<file path="src/rtl/dtdma_pkg.sv">
package dtdma_pkg;
    localparam int unsigned MIN_LAYERS = 2;
    localparam int unsigned MAX_LAYERS = 4;

    typedef enum logic {
        SEQ_IDLE = 1'b0,
        SEQ_RUN  = 1'b1
    } seq_mode_e;
endpackage

</file>
<file path="src/rtl/dtdma_slot_seq.sv">
// Frame sequencer: latches the requester set at each boundary, counts slots
// and gives every requester its rank inside the frame.
module dtdma_slot_seq
    import dtdma_pkg::*;
#(
    parameter int unsigned LAYERS = 4,
    localparam int unsigned CNT_W = $clog2(LAYERS + 1)
) (
    input  logic                          clk,
    input  logic                          rst_n,
    input  logic [LAYERS-1:0]             req,
    output logic                          at_boundary,
    output logic [CNT_W-1:0]              frame_len,
    output logic [CNT_W-1:0]              slot,
    output logic [LAYERS-1:0][CNT_W-1:0]  rank
);
    typedef struct packed {
        seq_mode_e        mode;
        logic [CNT_W-1:0] len;
        logic [CNT_W-1:0] slot;
    } seq_state_t;

    seq_state_t st_d, st_q;
    logic [CNT_W-1:0] active_cnt;

    always_comb begin
        logic [CNT_W-1:0] acc;
        acc = '0;
        for (int i = 0; i < LAYERS; i++) begin
            rank[i] = acc;
            acc     = acc + CNT_W'(req[i]);
        end
        active_cnt = acc;
    end

    always_comb begin
        at_boundary = (st_q.mode == SEQ_IDLE) ||
                      (st_q.slot == CNT_W'(st_q.len - 1'b1));
        st_d = st_q;
        if (at_boundary) begin
            st_d.len  = active_cnt;
            st_d.slot = '0;
            st_d.mode = (active_cnt != '0) ? SEQ_RUN : SEQ_IDLE;
        end else begin
            st_d.slot = st_q.slot + 1'b1;
        end
    end

    always_ff @(posedge clk or negedge rst_n) begin
        if (!rst_n) begin
            st_q <= '{mode: SEQ_IDLE, len: '0, slot: '0};
        end else begin
            st_q <= st_d;
        end
    end

    assign frame_len = st_q.len;
    assign slot      = st_q.slot;
endmodule

</file>
<file path="src/rtl/dtdma_pattern_sr.sv">
// One layer's feedback shift register. Loaded with a one-hot slot marker at
// each boundary, rotated within the frame length in between.
module dtdma_pattern_sr #(
    parameter int unsigned LAYERS = 4,
    localparam int unsigned CNT_W = $clog2(LAYERS + 1)
) (
    input  logic             clk,
    input  logic             rst_n,
    input  logic             load,
    input  logic             member,
    input  logic [CNT_W-1:0] rank,
    input  logic [CNT_W-1:0] frame_len,
    output logic             slot_bit
);
    typedef struct packed {
        logic [LAYERS-1:0] pat;
    } sr_state_t;

    sr_state_t sr_d, sr_q;
    logic [LAYERS:0] ext;

    always_comb begin
        ext  = {1'b0, sr_q.pat};
        sr_d = sr_q;
        if (load) begin
            sr_d.pat = member ? (LAYERS'(1) << rank) : '0;
        end else begin
            for (int k = 0; k < LAYERS; k++) begin
                if (k == int'(frame_len) - 1) begin
                    sr_d.pat[k] = sr_q.pat[0];
                end else begin
                    sr_d.pat[k] = ext[k+1];
                end
            end
        end
    end

    always_ff @(posedge clk or negedge rst_n) begin
        if (!rst_n) begin
            sr_q <= '{pat: '0};
        end else begin
            sr_q <= sr_d;
        end
    end

    assign slot_bit = sr_q.pat[0];
endmodule

</file>
<file path="src/rtl/dtdma_bus_mux.sv">
// Resolves the shared bus: wired-OR of gated drivers and receiver decode.
module dtdma_bus_mux #(
    parameter int unsigned LAYERS = 4,
    parameter int unsigned FLIT_W = 128,
    localparam int unsigned IDX_W = $clog2(LAYERS)
) (
    input  logic [LAYERS-1:0]             tx_en,
    input  logic [LAYERS-1:0][IDX_W-1:0]  dst,
    input  logic [LAYERS-1:0][FLIT_W-1:0] flit,
    output logic [LAYERS-1:0]             rx_en,
    output logic                          bus_valid,
    output logic [FLIT_W-1:0]             bus_data
);
    always_comb begin
        bus_data  = '0;
        rx_en     = '0;
        bus_valid = 1'b0;
        for (int i = 0; i < LAYERS; i++) begin
            bus_data  = bus_data | (flit[i] & {FLIT_W{tx_en[i]}});
            bus_valid = bus_valid | tx_en[i];
            if (tx_en[i]) begin
                rx_en = rx_en | (LAYERS'(1) << dst[i]);
            end
        end
    end
endmodule

</file>
<file path="src/rtl/dtdma_pillar_arbiter.sv">
module dtdma_pillar_arbiter #(
    parameter int unsigned LAYERS = 4,
    parameter int unsigned FLIT_W = 128,
    localparam int unsigned IDX_W = $clog2(LAYERS),
    localparam int unsigned CNT_W = $clog2(LAYERS + 1)
) (
    input  logic                          clk,
    input  logic                          rst_n,
    input  logic [LAYERS-1:0]             req_i,
    input  logic [LAYERS-1:0][IDX_W-1:0]  dst_i,
    input  logic [LAYERS-1:0][FLIT_W-1:0] flit_i,
    output logic [LAYERS-1:0]             tx_en_o,
    output logic [LAYERS-1:0]             rx_en_o,
    output logic                          bus_valid_o,
    output logic [FLIT_W-1:0]             bus_data_o
);
    logic                          at_boundary;
    logic [CNT_W-1:0]              frame_len;
    logic [CNT_W-1:0]              slot;
    logic [LAYERS-1:0][CNT_W-1:0]  rank;
    logic [LAYERS-1:0]             slot_bits;

    dtdma_slot_seq #(.LAYERS(LAYERS)) seq_i (
        .clk         (clk),
        .rst_n       (rst_n),
        .req         (req_i),
        .at_boundary (at_boundary),
        .frame_len   (frame_len),
        .slot        (slot),
        .rank        (rank)
    );

    for (genvar g = 0; g < LAYERS; g++) begin : g_layer
        dtdma_pattern_sr #(.LAYERS(LAYERS)) sr_i (
            .clk       (clk),
            .rst_n     (rst_n),
            .load      (at_boundary),
            .member    (req_i[g]),
            .rank      (rank[g]),
            .frame_len (frame_len),
            .slot_bit  (slot_bits[g])
        );
    end

    // A withdrawn request silences its slot without reshaping the frame.
    assign tx_en_o = slot_bits & req_i;

    dtdma_bus_mux #(.LAYERS(LAYERS), .FLIT_W(FLIT_W)) mux_i (
        .tx_en     (tx_en_o),
        .dst       (dst_i),
        .flit      (flit_i),
        .rx_en     (rx_en_o),
        .bus_valid (bus_valid_o),
        .bus_data  (bus_data_o)
    );
endmodule

</file>
<file path="config.mk">
export PLATFORM = sky130hd
export DESIGN_NAME = dtdma_pillar_arbiter
export DESIGN_NICKNAME = d
export VERILOG_FILES = /design/src/rtl/dtdma_pkg.sv /design/src/rtl/dtdma_slot_seq.sv /design/src/rtl/dtdma_pattern_sr.sv /design/src/rtl/dtdma_bus_mux.sv /design/src/rtl/dtdma_pillar_arbiter.sv
export SDC_FILE = /design/constraint.sdc
export NUM_CORES = 1
export LEC_CHECK = 0
export ABC_AREA = 1
export BUFFER_PORTS_ARGS = -buffer_cell sky130_fd_sc_hd__buf_2
export CAP_MARGIN = 10
export CORE_AREA = 4 4 254 256
export DETAILED_ROUTE_END_ITERATION = 6
export DIE_AREA = 0 0 258 260
export SLEW_MARGIN = 20
export SYNTH_ARGS = -nofsm -noshare
export SYNTH_HDL_FRONTEND = slang
export SYNTH_SLANG_ARGS = --single-unit
export TNS_END_PERCENT = 50
</file>
<file path="constraint.sdc">
create_clock -name clk -period 1.95 [get_ports clk]
set_input_delay 0.195 -clock clk [delete_from_list [all_inputs] [get_ports clk]]
set_output_delay 0.195 -clock clk [all_outputs]
set_load 0.03 [all_outputs]
</file>
* Word level (Yosys, flattened, before mapping)
Index checks and enable logic that the tools add are counted.
** Storage, ports and cells
- Word-level logic and storage cells :: 77
- Memory bits (writable) :: 0
- Input port bits :: 526
- Latch bits :: 0
- ROM bits :: 0
- Register bits :: 23
- Memories kept :: 0
** Operators by class
- Add/sub/neg operators :: 6
- Reductions and logical operators :: 3
- Multiplexer cells :: 30
- Shift-type cells :: 7
- Divide/modulo/power cells :: 0
- Magnitude comparators :: 0
- Multipliers :: 0
- Bitwise operators :: 15
- Equality and inequality tests :: 5
** Operators with widths (number)
- $and 128x128->128 :: 4
- $or 128x128->128 :: 3
- $eq 3x32->1 const A :: 2
- $mux 4 :: 11
- $eq 2x32->1 const A :: 1
- $logic_not 32->1 :: 1
- $shl 1x2->4 const A :: 5
- $mux 1 :: 18
- $or 4x4->4 :: 3
- $add 3x1->3 :: 2
- $and 4x4->4 :: 1
- $shl 1x1->4 const A :: 1
- $shl 1x3->4 const A :: 1
- $sub 3x1->4 const B :: 1
- $add 3x1->3 const B :: 1
- $eq 3x3->1 :: 1
- $mux 3 :: 1
- $or 1x1->1 :: 3
- $reduce_bool 3->1 :: 1
- $sub 3x1->3 const B :: 1
- $add 1x1->2 :: 1
- $ne 2x2->1 const B :: 1
- $logic_or 1x1->1 :: 1
- $not 1->1 :: 1

* Logic depth before layout (Yosys ltp)
- Depth in word-level cells :: 8
- Gate-level depth with buffers :: 12
- Gate-level depth less buffers :: 11

* Modules after synthesis
From an unflattened synthesis, not the netlist that was laid out.
** Unflattened totals
- Cell total of the unflattened synthesis :: 982
- Area total of the unflattened synthesis :: 5044.8 um^2
** Modules (own cells, without submodules)
- dtdma_bus_mux :: cells each 742, times used 1, seq. area each 0.0 um^2, area each 3418.3 um^2
- dtdma_pattern_sr :: cells each 40, times used 4, seq. area each 100.1 um^2, area each 252.7 um^2
- dtdma_slot_seq :: cells each 72, times used 1, seq. area each 175.2 um^2, area each 585.6 um^2
- dtdma_pillar_arbiter :: cells each 8, times used 1, seq. area each 0.0 um^2, area each 30.0 um^2

* Least setup slack after synthesis
OpenSTA, ideal clock, no wires.
- Kind :: in2reg
- Start :: input req_i[0]
- End :: register seq_i.st_q[6] (netlist bit)
- Cell stages on the path :: 7
- Slack :: 111 ps
- Data arrival time :: 1717 ps
- Buffers on the path :: 0
- Cells stage by stage :: fa_1 > ha_1 > inv_1 > fa_1 > inv_1 > nor3_1 > nand2_1
** On the way
- Word-level cells in the longest chain between the ends :: 5
** RTL lines
- from (decl) :: line dtdma_pillar_arbiter.sv:9 : input logic [LAYERS-1:0] req_i,
- $add 1x1->2 :: line dtdma_slot_seq.sv:31 : acc = acc + CNT_W'(req[i]);
- $add 3x1->3 (2 in a row) :: line dtdma_slot_seq.sv:31
- $reduce_bool 3->1 :: line dtdma_slot_seq.sv:43 : st_d.mode = (active_cnt != '0) ? SEQ_RUN : SEQ_IDLE;
- $mux 1 :: line dtdma_slot_seq.sv:43
- to (signal assigned) :: line dtdma_slot_seq.sv:51 : st_q <= '{mode: SEQ_IDLE, len: '0, slot: '0};
- to (signal assigned) :: line dtdma_slot_seq.sv:53 : st_q <= st_d;
- to (decl) :: line dtdma_slot_seq.sv:23 : seq_state_t st_d, st_q;
Every way passes these cells.
A chain may end at the register's enable or synchronous reset.

* Worst setup path in the final report
- Start :: register g_layer[2].sr_i.sr_q[0] (netlist bit)
- End :: output bus_data_o[78]
** On the way
- Word-level cells in the longest chain between the ends :: 4
** RTL lines
- from (decl) :: line dtdma_pattern_sr.sv:19 : sr_state_t sr_d, sr_q;
- from (signal assigned) :: line dtdma_pattern_sr.sv:40 : sr_q <= '{pat: '0};
- from (signal assigned) :: line dtdma_pattern_sr.sv:42 : sr_q <= sr_d;
- $and 4x4->4 :: line dtdma_pillar_arbiter.sv:46 : assign tx_en_o = slot_bits & req_i;
- $and 128x128->128 :: line dtdma_bus_mux.sv:19 : bus_data = bus_data | (flit[i] & {FLIT_W{tx_en[i]}});
- $or 128x128->128 (2 in a row) :: line dtdma_bus_mux.sv:19
- to (decl) :: line dtdma_pillar_arbiter.sv:15 : output logic [FLIT_W-1:0] bus_data_o
Every way passes these cells.

==> results.sh <==
export IMPL_status="completed"
export IMPL_ys_seq_elements=23
export IMPL_yosysMostFrequentCell="nand2_1"
export IMPL_power_frac_clock_pct=5.8
export IMPL_tightest_slew_ns=0.535
export IMPL_start_util_pct=7.39
export IMPL_fp_dieH_um=260
export IMPL_async_flop_share_pct=100
export IMPL_dpl_cell_area_mm2=0.00905
export IMPL_cpMaxStageDelayCell="dfrtp_1"
export IMPL_synth_cell_types=28
export IMPL_p_per_area_mw_per_mm2=811
export IMPL_drc=0
export IMPL_instances_no_fill=2422
export IMPL_drive_above_1_share_pct=46.8
export IMPL_setup_slack_ns=0.0473
export IMPL_crit_buf_inv=4
export IMPL_drv_slew=0
export IMPL_swShare_pct=60.4
export IMPL_fin_nets=2092
export IMPL_min_period_ns=1.90
export IMPL_gp_congestion=0.925
export IMPL_grt_pass1_vias=8761
export IMPL_rsz0062_at_grt="false"
export IMPL_fmax_mhz=526
export IMPL_start_kind="flop"
export IMPL_syn_num_nets=1448
export IMPL_numCtsBuffers=3
export IMPL_ios=663
export IMPL_skew_ns=0.00134
export IMPL_setup_viol=0
export IMPL_ctsHtreeMaxLevel=1
export IMPL_cp_top_family="buffers and inverters"
export IMPL_area_growth_pct=105
export IMPL_antenna_left=0
export IMPL_ys_warn_count=0
export IMPL_dp_cells=2385
export IMPL_root_buffer="clkbuf_16"
export IMPL_die_area_mm2=0.0671
export IMPL_coreArea_mm2=0.0625
export IMPL_p_sw_mw=4.64
export IMPL_cts_clk_slew_worst_paths_ns=0.06
export IMPL_total_power_mw=7.68
export IMPL_internal_power_mw=3.04
export IMPL_syn_inst=907
export IMPL_viasPerCell=3.86
export IMPL_ir_drop_mv=0.390
export IMPL_yosysTopAreaCellShare_pct=46.4
export IMPL_io_buffers=662
export IMPL_hold_viol=0
export IMPL_min_period_over_period_pct=97.6
export IMPL_p_leak_nw=4.97
export IMPL_grt_use_total_pct=14.2
export IMPL_drt_iter0_drc=826
export IMPL_worst_setup_path_type="flop to output port"
export IMPL_clock_latency_ns=0.25
export IMPL_cp_data_arrival_time_ns=1.71
export IMPL_wl_mm=53.0
export IMPL_synth_edf_count=0
export IMPL_synth_ff_type="dfrtp_1"
export IMPL_combPwrFrac_pct=84.1
export IMPL_place_ws_ns=-0.0736
export IMPL_cp_max_fo=20
export IMPL_num_vias=9360
export IMPL_die_w_um=258
export IMPL_yosysSeqAreaShare_pct=12.5
export IMPL_grt_overflow=0
export IMPL_dr_pass1_iters=6
export IMPL_syn_cell_area_mm2=0.00462
export IMPL_wire_per_inst_um=21.9
export IMPL_cts_tree="yes"
export IMPL_cts_buffer_depth=2
export IMPL_hold_path_class="input port to flop"
export IMPL_critPathCaptureType="output port"
export IMPL_num_rows=92
export IMPL_p_seq_share_pct=10.1
export IMPL_cts_sinks=23
export IMPL_grt_first_pass_wirelength_mm=66.6
export IMPL_avgSynthCellArea_um2=5.09
export IMPL_grt_max_degree=51
export IMPL_synth_common_cells="571 x nand2_1, 133 x nand4_1, 31 x inv_1"
export IMPL_fin_area_mm2=0.00947
export IMPL_path_cells="nand2_2 -> inv_6 -> buf_12 -> buf_8 -> nand2_1 -> nand4_1 -> clkbuf_4"
export IMPL_yosys_top_cells_area="nand2_1 46%, nand4_1 18%, dfrtp_1 12%, ha_1 3.5%, buf_2 2.8%"
export IMPL_hpwl_mm=45.7
export IMPL_antenna_found_initial=78
export IMPL_slew_headroom_pct=64.3
export IMPL_cpPeakStageDelay_ns=0.38
export IMPL_yosys_area_top_type="nand2_1"
export IMPL_cp_data_required_time_ns=1.75
export IMPL_drv_cap=0
what timing repair did:
item / in CTS / in global routing
pin swaps: 2 / 3
hold buffers: 1 / 0
cloned: 3 / 2
setup endpoints to repair: 41 / 42
hold endpoints to repair: 23 / 0
setup buffers: 1 / 0
gates resized for setup: 20 / 24
final timing paths:
kind	from	endpoint	slack, ns	depth (start not counted)
max	g_layer[2].sr_i.sr_q[0]$_DFFE_PN0P_	bus_data_o[78]	0.05	7
min	req_i[3]	g_layer[3].sr_i.sr_q[1]$_DFF_PN0_	0.27	3
max reg2reg	seq_i.frame_len[0]$_DFFE_PN0N_	seq_i.frame_len[2]$_DFFE_PN0N_	0.24	11
min reg2reg	g_layer[0].sr_i.sr_q[3]$_DFF_PN0_	g_layer[0].sr_i.sr_q[2]$_DFF_PN0_	0.53	2
max in group asynchronous	rst_n	g_layer[0].sr_i.sr_q[0]$_DFFE_PN0P_	1.11	2
min in group asynchronous	rst_n	seq_i.slot[2]$_DFF_PN0_	0.45	2
flip-flops by register name, indices dropped and copies added (netlist names):
| register | cells |
|---|---|
| g_layer.sr_i.sr_q | 16 |
| seq_i.frame_len | 3 |
| seq_i.slot | 3 |
| seq_i.st_q | 1 |
worst min-delay path, stage by stage:
cell	delay, ns
buf_2	0.13
nand3_1	0.10
nand2_1	0.06
cell type report:
type                       instances  area [um^2]
antenna                           26         65.1
clock buffer                       3         75.1
clock inverter                     1         5.00
fill                            7404        53000
inverter                          39          174
multi-input combinational        785         3560
sequential                        23          578
tap                              846         1060
timing repair buffer             698         3950
timing repair inverter             1         3.75
power groups by stage:
| stage | Clock [mW] | Combinational, mW | Sequential (mW) |
|---|---|---|---|
| 6_report | 0.445 | 6.46 | 0.775 |
| 5_1_grt | 0.479 | 6.93 | 0.790 |
| 4_1_cts | 0.448 | 6.32 | 0.769 |
| 3_5_place_dp | 0 | 6.14 | 0.774 |
| 3_3_place_gp | 0 | 6.11 | 0.767 |
| 2_1_floorplan | 0 | 3.81 | 0.730 |
metal layers:
metal	share of wire [%]	GRT usage (%)	up-vias
met5	0.098	1.46	-
met4	4.8	5.64	10
met3	9.0	3.46	166
met2	51	27.0	756
met1	35	14.7	4148
li1	-	-	4280
cells by family after synthesis:
family / synth area share, %
buffers and inverters: 11.0
AND/OR/NAND/NOR: 69.4
AO/OA/AOI/OAI: 2.57
XOR/XNOR: 0.190
adder cells (fa/ha/maj): 4.39
flip-flops: 12.5
cells in the final DEF (no fill, tap or decap), types with 4 or more instances in the layout:
| cell type | count |
|---|---|
| nor2_1 | 6 |
| dfrtp_1 | 21 |
| nand2_2 | 8 |
| clkbuf_16 | 5 |
| buf_2 | 651 |
| nand4_1 | 133 |
| buf_16 | 6 |
| buf_12 | 9 |
| ha_1 | 13 |
| nor3_1 | 4 |
| inv_2 | 4 |
| diode_2 | 26 |
| buf_4 | 22 |
| nand2_1 | 564 |
| inv_1 | 31 |
| nand3_1 | 23 |
| o21ai_0 | 13 |
stage by stage:
step                      TNS (ns)  hold WS (ns)  util, %
after detailed placement   -0.0736         0.203     14.5
after global placement     -0.0589         0.201     14.5
final                            0         0.273     15.1
after floorplan                  0        -0.101        -
after CTS                        0         0.281     14.9
after global routing             0         0.277     15.1
No activity file was read; power rests on OpenSTA's default activity.
